File: config.mk
export PLATFORM = sky130hd
export DESIGN_NAME = nibrx_top
export DESIGN_NICKNAME = d
export VERILOG_FILES = /design/src/rtl/nibrx_pkg.sv /design/src/rtl/nibrx_tick.sv /design/src/rtl/nibrx_deser.sv /design/src/rtl/nibrx_hold.sv /design/src/rtl/nibrx_decode.sv /design/src/rtl/nibrx_top.sv
export SDC_FILE = /design/constraint.sdc
export NUM_CORES = 1
export LEC_CHECK = 0
export BUFFER_PORTS_ARGS = -buffer_cell sky130_fd_sc_hd__buf_2
export CORE_UTILIZATION = 30
export DETAILED_ROUTE_END_ITERATION = 10
export SYNTH_ARGS = -nofsm -noshare
export SYNTH_HDL_FRONTEND = slang
export SYNTH_HIERARCHICAL = 1
export SYNTH_SLANG_ARGS = --single-unit
File: constraint.sdc
create_clock -name clk -period 2.5 [get_ports clk]
set_clock_uncertainty 0.15 [all_clocks]
set_input_delay 0.25 -clock clk [delete_from_list [all_inputs] [get_ports clk]]
set_output_delay 0.25 -clock clk [all_outputs]
set_load 0.02 [all_outputs]
File: src/rtl/nibrx_pkg.sv
package nibrx_pkg;
    localparam int CHAR_W = 8;
    localparam int NIB_W  = CHAR_W / 2;

    typedef struct packed {
        logic [CHAR_W-1:0] data;
        logic              ferr;
        logic              perr;
        logic              oerr;
    } rx_char_t;

    typedef enum logic [2:0] {
        RX_IDLE,
        RX_START,
        RX_DATA,
        RX_PARITY,
        RX_STOP1,
        RX_STOP2,
        RX_WAIT_HIGH
    } rx_state_t;

    typedef enum logic {
        PEND_NONE,
        PEND_LOW
    } pair_state_t;
endpackage

File: src/rtl/nibrx_tick.sv
module nibrx_tick #(
    parameter int CLKS_PER_TICK = 4
) (
    input  logic clk,
    input  logic rst_n,
    output logic tick
);
    localparam int CW = (CLKS_PER_TICK > 1) ? $clog2(CLKS_PER_TICK) : 1;
    localparam logic [CW-1:0] LAST = CW'(CLKS_PER_TICK - 1);

    logic [CW-1:0] cnt;

    always_ff @(posedge clk) begin
        if (!rst_n) begin
            cnt  <= '0;
            tick <= 1'b0;
        end else if (cnt == LAST) begin
            cnt  <= '0;
            tick <= 1'b1;
        end else begin
            cnt  <= cnt + 1'b1;
            tick <= 1'b0;
        end
    end
endmodule

File: src/rtl/nibrx_deser.sv
module nibrx_deser
    import nibrx_pkg::*;
#(
    parameter int OVS = 16
) (
    input  logic     clk,
    input  logic     rst_n,
    input  logic     tick,
    input  logic     rxd,
    output logic     done,
    output rx_char_t char_o
);
    localparam int PW = $clog2(OVS);
    localparam int BW = $clog2(CHAR_W);
    localparam logic [PW-1:0] HALF = PW'(OVS / 2 - 1);
    localparam logic [PW-1:0] FULL = PW'(OVS - 1);
    localparam logic [BW-1:0] LASTBIT = BW'(CHAR_W - 1);

    logic            sync1, rx;
    rx_state_t       state, state_n;
    logic [PW-1:0]   ph;
    logic [BW-1:0]   bitn;
    logic [CHAR_W-1:0] sh;
    logic            par_q, stop1_q;
    logic            mid;

    assign mid = tick && (ph == FULL);

    always_ff @(posedge clk) begin
        if (!rst_n) begin
            sync1 <= 1'b1;
            rx    <= 1'b1;
        end else begin
            sync1 <= rxd;
            rx    <= sync1;
        end
    end

    always_comb begin
        state_n = state;
        unique case (state)
            RX_IDLE:      if (tick && !rx) state_n = RX_START;
            RX_START:     if (tick && ph == HALF) state_n = rx ? RX_IDLE : RX_DATA;
            RX_DATA:      if (mid && bitn == LASTBIT) state_n = RX_PARITY;
            RX_PARITY:    if (mid) state_n = RX_STOP1;
            RX_STOP1:     if (mid) state_n = RX_STOP2;
            RX_STOP2:     if (mid) state_n = rx ? RX_IDLE : RX_WAIT_HIGH;
            RX_WAIT_HIGH: if (rx) state_n = RX_IDLE;
            default:      state_n = RX_IDLE;
        endcase
    end

    always_ff @(posedge clk) begin
        if (!rst_n) state <= RX_IDLE;
        else        state <= state_n;
    end

    always_ff @(posedge clk) begin
        if (!rst_n) begin
            ph      <= '0;
            bitn    <= '0;
            sh      <= '0;
            par_q   <= 1'b0;
            stop1_q <= 1'b1;
            done    <= 1'b0;
            char_o  <= '0;
        end else begin
            done <= 1'b0;
            if (tick) begin
                unique case (state)
                    RX_IDLE, RX_WAIT_HIGH: begin
                        ph   <= '0;
                        bitn <= '0;
                    end
                    RX_START: ph <= (ph == HALF) ? '0 : ph + 1'b1;
                    RX_DATA: begin
                        ph <= ph + 1'b1;
                        if (ph == FULL) begin
                            sh   <= {rx, sh[CHAR_W-1:1]};
                            bitn <= bitn + 1'b1;
                        end
                    end
                    RX_PARITY: begin
                        ph <= ph + 1'b1;
                        if (ph == FULL) par_q <= rx;
                    end
                    RX_STOP1: begin
                        ph <= ph + 1'b1;
                        if (ph == FULL) stop1_q <= rx;
                    end
                    RX_STOP2: begin
                        ph <= ph + 1'b1;
                        if (ph == FULL) begin
                            done        <= 1'b1;
                            char_o.data <= sh;
                            char_o.perr <= ~(^{sh, par_q});
                            char_o.ferr <= ~(stop1_q & rx);
                            char_o.oerr <= 1'b0;
                        end
                    end
                    default: ph <= '0;
                endcase
            end
        end
    end
endmodule

File: src/rtl/nibrx_hold.sv
module nibrx_hold
    import nibrx_pkg::*;
(
    input  logic     clk,
    input  logic     rst_n,
    input  logic     done,
    input  rx_char_t char_i,
    input  logic     take,
    output logic     full,
    output rx_char_t char_q
);
    always_ff @(posedge clk) begin
        if (!rst_n) begin
            full   <= 1'b0;
            char_q <= '0;
        end else begin
            if (done && full && !take) begin
                char_q.oerr <= 1'b1;
            end else if (done) begin
                char_q <= char_i;
            end
            full <= (full && !take) || done;
        end
    end
endmodule

File: src/rtl/nibrx_decode.sv
module nibrx_decode
    import nibrx_pkg::*;
(
    input  logic              clk,
    input  logic              rst_n,
    input  logic              take,
    input  rx_char_t          char_i,
    output logic              ch7_valid,
    output logic [CHAR_W-1:0] ch7_data,
    output logic              ch8_valid,
    output logic [CHAR_W-1:0] ch8_data,
    output logic              err_valid
);
    pair_state_t      st, st_n;
    logic [NIB_W-1:0] low_q;
    logic             bad, e7, e8, eerr, store;

    assign bad = char_i.ferr | char_i.perr | char_i.oerr;

    always_comb begin
        st_n  = st;
        e7    = 1'b0;
        e8    = 1'b0;
        eerr  = 1'b0;
        store = 1'b0;
        if (take) begin
            if (bad) begin
                eerr = 1'b1;
                st_n = PEND_NONE;
            end else if (!char_i.data[CHAR_W-1]) begin
                e7   = 1'b1;
                st_n = PEND_NONE;
            end else begin
                unique case (st)
                    PEND_NONE: begin
                        if (!char_i.data[CHAR_W-2]) begin
                            store = 1'b1;
                            st_n  = PEND_LOW;
                        end
                    end
                    PEND_LOW: begin
                        e8   = char_i.data[CHAR_W-2];
                        st_n = PEND_NONE;
                    end
                    default: st_n = PEND_NONE;
                endcase
            end
        end
    end

    always_ff @(posedge clk) begin
        if (!rst_n) st <= PEND_NONE;
        else        st <= st_n;
    end

    always_ff @(posedge clk) begin
        if (!rst_n) begin
            low_q     <= '0;
            ch7_valid <= 1'b0;
            ch7_data  <= '0;
            ch8_valid <= 1'b0;
            ch8_data  <= '0;
            err_valid <= 1'b0;
        end else begin
            if (store) low_q <= char_i.data[NIB_W-1:0];
            ch7_valid <= e7;
            ch7_data  <= e7 ? char_i.data : '0;
            ch8_valid <= e8;
            ch8_data  <= e8 ? {char_i.data[NIB_W-1:0], low_q} : '0;
            err_valid <= eerr;
        end
    end
endmodule

File: src/rtl/nibrx_top.sv
module nibrx_top
    import nibrx_pkg::*;
#(
    parameter int CLKS_PER_TICK = 4,
    parameter int OVS           = 16
) (
    input  logic       clk,
    input  logic       rst_n,
    input  logic       rxd,
    input  logic       dec_en,
    output logic       ch7_valid,
    output logic [7:0] ch7_data,
    output logic       ch8_valid,
    output logic [7:0] ch8_data,
    output logic       err_valid
);
    logic     tick, char_done, hold_full, take;
    rx_char_t new_char, hold_q;

    assign take = hold_full && dec_en;

    nibrx_tick #(.CLKS_PER_TICK(CLKS_PER_TICK)) u_tick (
        .clk(clk), .rst_n(rst_n), .tick(tick)
    );

    nibrx_deser #(.OVS(OVS)) u_deser (
        .clk(clk), .rst_n(rst_n), .tick(tick), .rxd(rxd),
        .done(char_done), .char_o(new_char)
    );

    nibrx_hold u_hold (
        .clk(clk), .rst_n(rst_n), .done(char_done), .char_i(new_char),
        .take(take), .full(hold_full), .char_q(hold_q)
    );

    nibrx_decode u_dec (
        .clk(clk), .rst_n(rst_n), .take(take), .char_i(hold_q),
        .ch7_valid(ch7_valid), .ch7_data(ch7_data),
        .ch8_valid(ch8_valid), .ch8_data(ch8_data),
        .err_valid(err_valid)
    );
endmodule

[Yosys cells after proc, flatten, opt, wreduce, memory -nomap -nowiden]
Cells that the tools add are included.
Word-level totals
  output and inout port bits: 19
  flip-flop bits (word level): 72
Operators by class
  bitwise operators: 8
  reduce and logical (&&, ||, !) cells: 29
  equal/unequal tests: 18
  multiplexer cells: 34
  add/sub/neg operators: 3
Operator list (number)
  two-way mux 3 bit: 9
  case mux 3 bit (7 select lines): 1
  two-way mux 1 bit: 19
  AND reduction 3 bit: 6
  inequality test 2 x 1 -> 1 bit (second input constant): 8
  == test 3 bit (second input constant): 4
  XOR reduction 9 bit: 1
  logical AND 1 bit: 8
  case mux 4 bit (2 select lines): 1
  AND reduction 2 bit: 4
  AND reduction 7 bit: 1
  == test 3 x 2 -> 1 bit (second input constant): 2
  case mux 3 bit (2 select lines): 1
  inverter 1 bit: 5
  adder 4 x 1 -> 4 bit (second input constant): 1
  == test 4 x 3 -> 1 bit (second input constant): 1
  == test 4 bit (second input constant): 1
  two-way mux 4 bit: 1
  nonzero test 2 bit: 2
  OR reduction 2 bit: 2
  OR reduction 4 bit: 1
  adder 3 x 1 -> 3 bit (second input constant): 1
  == test 3 x 1 -> 1 bit (second input constant): 1
  logical NOT 3 bit: 1
  other kinds (8): 10

[Logic depth before layout (Yosys ltp)]
Gate-level depths: netlist (run 1).
  depth after elaboration: 5
  mapped depth: 7
  mapped depth without buffers: 6

[By module]
The synthesis (run 1) kept the hierarchy.
Modules (own cells, without submodules)
  nibrx_deser: seq. area each 660.6 sq um, cells each 164, area each 1606.5 sq um, instances 1
  nibrx_decode: seq. area each 480.5 sq um, cells each 63, area each 737.0 sq um, instances 1
  nibrx_hold: seq. area each 240.2 sq um, cells each 51, area each 494.2 sq um, instances 1
  nibrx_tick: seq. area each 60.1 sq um, cells each 7, area each 101.3 sq um, instances 1
  nibrx_top: seq. area each 0.0 sq um, cells each 1, area each 6.3 sq um, instances 1

[Worst setup path before layout (run 1)]
OpenSTA, ideal clock, no wires.
  path kind: reg-to-reg
  from: reg u_deser.state[2]
  to: reg u_deser.state[1]
  library setup time: 70 ps
  data arrival time: 1693 ps
  stages on the path, launching flop included: 6
  setup slack: 587 ps
  path buffers: 1
  cell sequence: dfxtp_1 -> buf_6 -> or3_1 -> a211o_1 -> or4_1 -> a21boi_1
Between the ends
  longest elaborated chain between the ends: 3
  elaborated cells between the ends (all ways): 16
  those cells by class: eq/ne (13); mux (1); reduce/logical (2)
RTL lines
  from (decl): line nibrx_deser.sv:20  | rx_state_t state, state_n;
  from (signal assigned): line nibrx_deser.sv:55  | else state <= state_n;
  == test 3 bit (tied with other cells): line nibrx_deser.sv:41  | unique case (state)
  inequality test 2 x 1 -> 1 bit (no source line)
  AND reduction 7 bit (no source line)
Parallel ways exist; a longest one is shown, timed or not.
A chain may end at the register's enable or synchronous reset.

[Final worst setup path (run 1)]
  from: reg u_deser.state[2]
  to: reg u_deser.sh[0]
Between the ends
  longest elaborated chain between the ends: 2
RTL lines
  == test 3 x 2 -> 1 bit: line nibrx_deser.sv:70  | unique case (state)
  AND reduction 3 bit (no source line)
  to (signal assigned): line nibrx_deser.sv:79  | sh <= {rx, sh[CHAR_W-1:1]};
  to (decl): line nibrx_deser.sv:23  | logic [CHAR_W-1:0] sh;
Every way passes these cells.

==> results of run 1 <==
-- Yosys cell counts, types with 3 or more instances --
cell / number / area share
a21boi_0: 4 / 0.010
inv_1: 4 / 0.0051
and3_1: 3 / 0.0064
nand2_1: 37 / 0.047
buf_2: 4 / 0.0068
nand3_1: 7 / 0.012
ha_1: 5 / 0.021
nand2b_1: 4 / 0.0085
o21ai_0: 9 / 0.015
a21oi_1: 3 / 0.0051
o211a_1: 3 / 0.010
nor2_1: 5 / 0.0064
dfxtp_1: 72 / 0.49
nor2b_1: 21 / 0.045
xnor2_1: 5 / 0.015
and2_1: 21 / 0.045
clkbuf_1: 7 / 0.0089
mux2i_1: 34 / 0.12
-- what timing repair did --
| action | 4_1_cts | 5_1_grt |
|---|---|---|
| endpoints found under the hold margin | 1 | 0 |
| buffers inserted | 0 | 0 |
| hold buffers | 1 | 0 |
-- cell type report --
cell class | instances | area [um^2] | share of cell area
multi-input cells | 196 | 1400 | 0.419
clock inverters | 7 | 61.3 | 0.0183
well taps | 129 | 161 | 0.0482
repair buffers | 26 | 143 | 0.0426
flip-flops and latches | 72 | 1440 | 0.430
clock buffers | 9 | 124 | 0.0370
inverters | 4 | 15.0 | 0.00448
-- worst register-to-register path: stages, from the launching register on --
cell and delay [ns]:
dfxtp_1 0.55, and2b_1 0.29, a2111oi_4 0.43, nand2_2 0.27
mux2i_1 0.23, nor2b_1 0.06
-- metrics by stage --
stage / util / power [W] / instance area, um^2 / instances / worst slack, ns
3_3_place_gp: 0.337 / 0.00125 / 3150 / 426 / 0.485
3_5_place_dp: 0.337 / 0.00125 / 3150 / 426 / 0.418
2_1_floorplan: - / 0.00124 / 2950 / 286 / 0.587
4_1_cts: 0.357 / 0.00212 / 3350 / 443 / 0.408
6_report: 0.357 / 0.00207 / 3350 / 443 / 0.418
5_1_grt: 0.357 / 0.00218 / 3350 / 443 / 0.254
-- state kept, by name, summed over array words and instances, names as in the netlist, 2 cells and up --
register,cells
u_dec/ch8_data,8
u_dec/ch7_data,8
u_deser/char_o,10
u_deser/state,3
u_dec/low_q,4
u_deser/sh,8
u_deser/bitn,3
u_hold/char_q,11
u_tick/cnt,2
u_deser/ph,4
-- per-layer routing --
layer	part of all wire	vias to the layer above
li1	-	1012
met1	0.50	878
met2	0.45	23
met3	0.029	6
met4	0.015	0
met5	0	-
-- worst paths after layout --
path                                       start               to  cells after the start
worst min-delay path                       rst_n  u_dec/err_valid                      3
worst max register to register  u_deser/state[2]    u_deser/sh[0]                      5
worst min register to register     u_deser/sync1       u_deser/rx                      1
worst max-delay path            u_deser/state[2]    u_deser/sh[0]                      5
-- power by group --
group,switching [W],internal (W),total [W]
clock,0.000466,0.000380,0.000846
combinational,0.0000304,0.0000255,0.0000559
sequential,0.0000121,0.00115,0.00117
total,0.000509,0.00156,0.00207
-- cells by family after synthesis --
| logic type | Yosys count |
|---|---|
| simple gates | 116 |
| other cells | 2 |
| fa+ha+maj | 5 |
| buf+inv | 18 |
| mux | 34 |
| xor+xnor | 7 |
| flops | 72 |
| compound gates | 32 |
==> results.md, run 1 <==
* Arrival @ worst endpoint at about 2.2 ns
* Met1 Use GR at 0.128
* Slowest CP cell: dfxtp_1
* Max_slew headroom at 0.656
* Synth cell types at between 40 and 50
* I/O Buffers at 22
* CTS tree: yes
* Synthesized area at 0.00295 mm^2
* Combinational family with the most area after synthesis: simple AND/OR/NAND/NOR gates
* Leading cell types in the layout, fill and taps excluded: dfxtp_1, nand2_1, mux2i_1
* Fillers at 976
* Setup TNS at 0 ns
* Slowest stage delay, CP at between 0.5 and 0.6 ns
* Adder-Cell Fraction of Synth Area at 0.0212
* Residual DRC count at 0
* Clock Sinks at 72
* GPL Wtd Cong at approximately 0.75
* Power per cell area at between 600 and 700 mW/mm^2
* # H-tree levels at 3
* Fmax achieved at 480 MHz
* Syn_nets at 295
* Post-synthesis mux area share at 0.116
* YS warnings at 6
* Clock Path Buffers at 2
* Synth Area in Simple Gates at 0.227
* Final period util at 0.833
* Clock root buffer master: clkbuf_8
* DIE WIDTH at 101 um
* DR vias at 1,919
* Clock-pin slew on the worst setup and hold paths at roughly 0.080 ns
* Reg2Reg Setup Slack at 0.42 ns
* Post-synthesis sequential area ratio at 0.489
* Initial DRC count at 34
* Most congested layer reported by global routing: met2
* Critical path class: reg2reg
* EDFF count, synth at 0
* Synth Area in Compound Gates at 0.0845
* Critical Path Sink Type: register
* Row count at 35
* #FFs+latches synth at 72
* GR met2 Demand/Resource at 0.158
* First-pass GRT wire length at 8110 um
* TritonCTS Buffers at 9
* Largest net degree at the start of global routing at 39
* Total grt overflow at 0
* DR WL/cell at 10.6 um
* Max Cap Viol at 0
* Crit path time final at 2.08 ns
* Max VDD drop at 0.000218 V
* Mapped Cells at 286
* Final hold slack at 0.138 ns
* Post-Synth XOR/XNOR Area at 0.0255
* Die Ht at 101 um
* Worst Hold Class: in2reg
* Global-route usage over all layers at 0.104
* Post-synthesis area per instance at approximately 10 um^2
* Core Box Area at ~0.0094 mm^2
* Worst path cell trace: and2b_1, a2111oi_4, nand2_2, mux2i_1, nor2b_1
* # IOs at 23
* Highest net fanout along the worst path at 13
* Later-pin clock latency in the skew report at between 0.3 and 0.4 ns
* Buf/Inv on CP at 0
* Final antenna-violating net count at 0
* Vias in the first global route at 1,751
* Final setup fails at 0
* Routed WL at 4700 um
* Status: complete, no violations
* GR Layer Usage met3 at 0.0374
* RSZ-0062 raised after global routing: false
* PostCTS Resize Cnt at 0
* Leak at about 1.3 nW
* CP Launch Type: register
* Dpl hpwl at 3190 um
* Initial antenna violation count at 0
* Die Area at 0.0102 mm^2
* Final Hold Fails at 0
* Top delay family on crit path: simple AND/OR/NAND/NOR gates
* Nets at 318
* Ys flop type: dfxtp_1
* Vias per std cell at 4.33
* CP required at 2.58 ns
* Fraction of layout cells with a size suffix above 1 at 0.166
* Count of final max-slew check failures at 0
* Slew @ Worst Pin at between 0.5 and 0.6 ns
* Area Growth Syn to Fin at 13.7%
* Ant diodes at 0
* Pre-Repair DR Iteration Count at 4
* Most common cell after layout, fill and taps aside: dfxtp_1
* Asr flop ratio synth at 0
* Initial Util at 0.314
Note: power is estimated with default switching activity, not from simulation.
==> inputs of run 2 (changes only) <==
- clock period: 2.5 -> 1.7 ns (I/O delays scaled with it)
==> results.md, run 2 (synthesized netlist as in run 1, its figures left out) <==
* Status: finished, violations left
* Failing checks: setup timing
* Clock-pin slew on the worst setup and hold paths at 0.09 ns (about the same)
* TritonCTS Buffers at 9 (unchanged)
* Die Ht at 101 um (unchanged)
* I/O Buffers at 22 (unchanged)
* GPL Wtd Cong at 0.813 (+8.4%)
* Final setup fails at 4 (+4)
* DP Area at 0.00334 mm^2 (+5.9%)
* DIE WIDTH at 101 um (unchanged)
* Hold-critical path depth at 3 (unchanged)
* DR vias at 2,022 (+5.4%)
* Row count at 35 (unchanged)
* Later-pin clock latency in the skew report at 0.35 ns (+0.02 ns)
* Leak at 1.45 nW (+10%)
* Dpl hpwl at 3490 um (+9.7%)
* Fraction of layout cells with a size suffix above 1 at 0.271 (+0.105)
* Most common cell after layout, fill and taps aside: dfxtp_1
* Initial DRC count at 46 (+35%)
* Max VDD drop at 0.000324 V (+49%)
* Vias in the first global route at 1,867 (+6.6%)
* # H-tree levels at 3 (unchanged)
* RR Startpoint: u_deser/state[2]
* Initial Util at 0.314 (unchanged)
* First-pass GRT wire length at 8870 um (+9.4%)
* Area Growth Syn to Fin at 23.2%
* Pre-CTS WS at -0.129 ns (-0.547 ns)
* Max FFs per register at 11 (unchanged)
* DR WL/cell at 11.2 um (+5.9%)
* Critical path class: reg2reg
* Final antenna-violating net count at 0 (unchanged)
* CP required at 1.82 ns (-0.76 ns)
* Reg2Reg Setup Slack at -0.11 ns (-0.52 ns)
* Final period util at 1.06 (+0.229)
* CP Launch Type: register
* Power per cell area at 859 mW/mm^2 (+39%)
* Worst Hold Endpoint: u_deser/sync1
* Highest net fanout along the worst path at 6 (-7)
* Clock Sinks at 72 (unchanged)
* Vias per std cell at 4.35 (+0.38%)
* Worst reg2reg path endpoint: u_deser/state[1]
* Post-route setup slack at -0.106 ns (-0.524 ns)
* Core Box Area at 0.00937 mm^2 (unchanged)
* Worst path cell trace: or3_1, a211o_1, or4_1, a21boi_1
* Fmax achieved at 554 MHz (+15%)
* Slowest stage delay, CP at 0.42 ns (-0.13 ns)
* Residual DRC count at 0 (unchanged)
* # IOs at 23 (unchanged)
* Slowest CP cell: or4_1
* Leading cell types in the layout, fill and taps excluded: dfxtp_1, nand2_1, mux2i_1
* Global-route usage over all layers at 0.115 (+0.0113)
* Worst Hold Class: in2reg
* Ant diodes at 0 (unchanged)
* Arrival @ worst endpoint at 1.93 ns (-0.23 ns)
* Clock Path Buffers at 2 (unchanged)
* Final Hold Fails at 0 (unchanged)
* Largest Register: u_hold/char_q
* Initial antenna violation count at 0 (unchanged)
* RSZ-0062 raised after global routing: true
* Nets at 340 (+6.9%)
* Final hold slack at 0.0921 ns (-0.0460 ns)
* Max Cap Viol at 0 (unchanged)
* Largest net degree at the start of global routing at 36 (-7.7%)
* Die Area at 0.0102 mm^2 (unchanged)
* Critical Path Sink Type: register
* Routed WL at 5230 um (+11%)
* Total grt overflow at 0 (unchanged)
* Count of final max-slew check failures at 0 (unchanged)
* Placed Instances at 444 (+4.2%)
* Pre-Repair DR Iteration Count at 4 (unchanged)
* Hold Crit Start: rst_n
* Clock root buffer master: clkbuf_8
* Non-Filler Instances at 465 (+5.0%)
* Top Registers: u_hold/char_q: 11 flops, u_deser/char_o: 10 flops
* R2r worst-path depth at 4 (-1)
* CTS tree: yes
* Fin area at 0.00363 mm^2 (+8.3%)
* Crit path time final at 1.81 ns (-0.276 ns)
run 2: cell count changes in the layout (fill, tap and decap cells not counted), sizes merged:
cell      previous run  this run
buf                 25        46
clkinvlp             2         3
inv                  9         8
nand2               38        39
run 2: metrics by stage:
stage          utilization  power [W]  setup TNS, ns
2_1_floorplan            -    0.00182         -0.590
3_3_place_gp         0.356    0.00186         -0.440
3_5_place_dp         0.356    0.00186         -0.892
4_1_cts              0.381    0.00317         -0.257
5_1_grt              0.387    0.00327          -2.31
6_report             0.387    0.00312         -0.174
run 2: power breakdown:
group / leakage, nW / total (W) / internal, W / switching [W]
Clock: 0.0863 / 0.00128 / 0.000559 / 0.000724
Combinational: 0.775 / 0.000122 / 0.0000622 / 0.0000599
Sequential: 0.585 / 0.00171 / 0.00170 / 0.0000128
run 2: timing repair:
action                                  4_1_cts  5_1_grt
hold endpoints to repair                      1        0
gates resized for setup                       8       10
pin swaps                                     5        5
cloned                                        1        0
hold buffers                                  1        0
buffers inserted                              1        2
endpoints found under the setup margin       15       32
run 2: critical path, delay by kind of cell (launching register included):
kind,cells,cell delay (ns)
compound gates,2,0.46
flops,1,0.35
simple gates,2,0.77
run 2: how the worst max path moves through the flow:
stage	start	endpoint	slack, ns
6_report	u_deser/state[2]	u_deser/state[1]	-0.11
5_1_grt	u_deser/ph[3]	u_deser/state[1]	-0.15
4_1_cts	u_deser/ph[3]	u_deser/state[1]	-0.10
3_5_place_dp	u_deser/state[1]	u_deser/state[1]	-0.13
3_3_place_gp	u_deser/state[1]	u_deser/state[1]	-0.07
2_1_floorplan	u_deser/state[2]	u_deser/state[0]	-0.09
run 2: cell type report:
class / count / area, um^2
Clock buffer: 9 / 124
Clock inverter: 7 / 62.6
Fill cell: 961 / 5740
Inverter: 4 / 15.0
Multi-Input combinational cell: 197 / 1490
Sequential cell: 72 / 1450
Tap cell: 129 / 161
Timing Repair Buffer: 47 / 329
run 2: metal layers:
| layer | track usage | vias to the layer above | share of wire |
|---|---|---|---|
| li1 | - | 1059 | - |
| met4 | 0.0858 | 0 | 0.020 |
| met5 | 0 | - | 0 |
| met2 | 0.169 | 36 | 0.45 |
| met1 | 0.141 | 919 | 0.50 |
| met3 | 0.0347 | 8 | 0.029 |
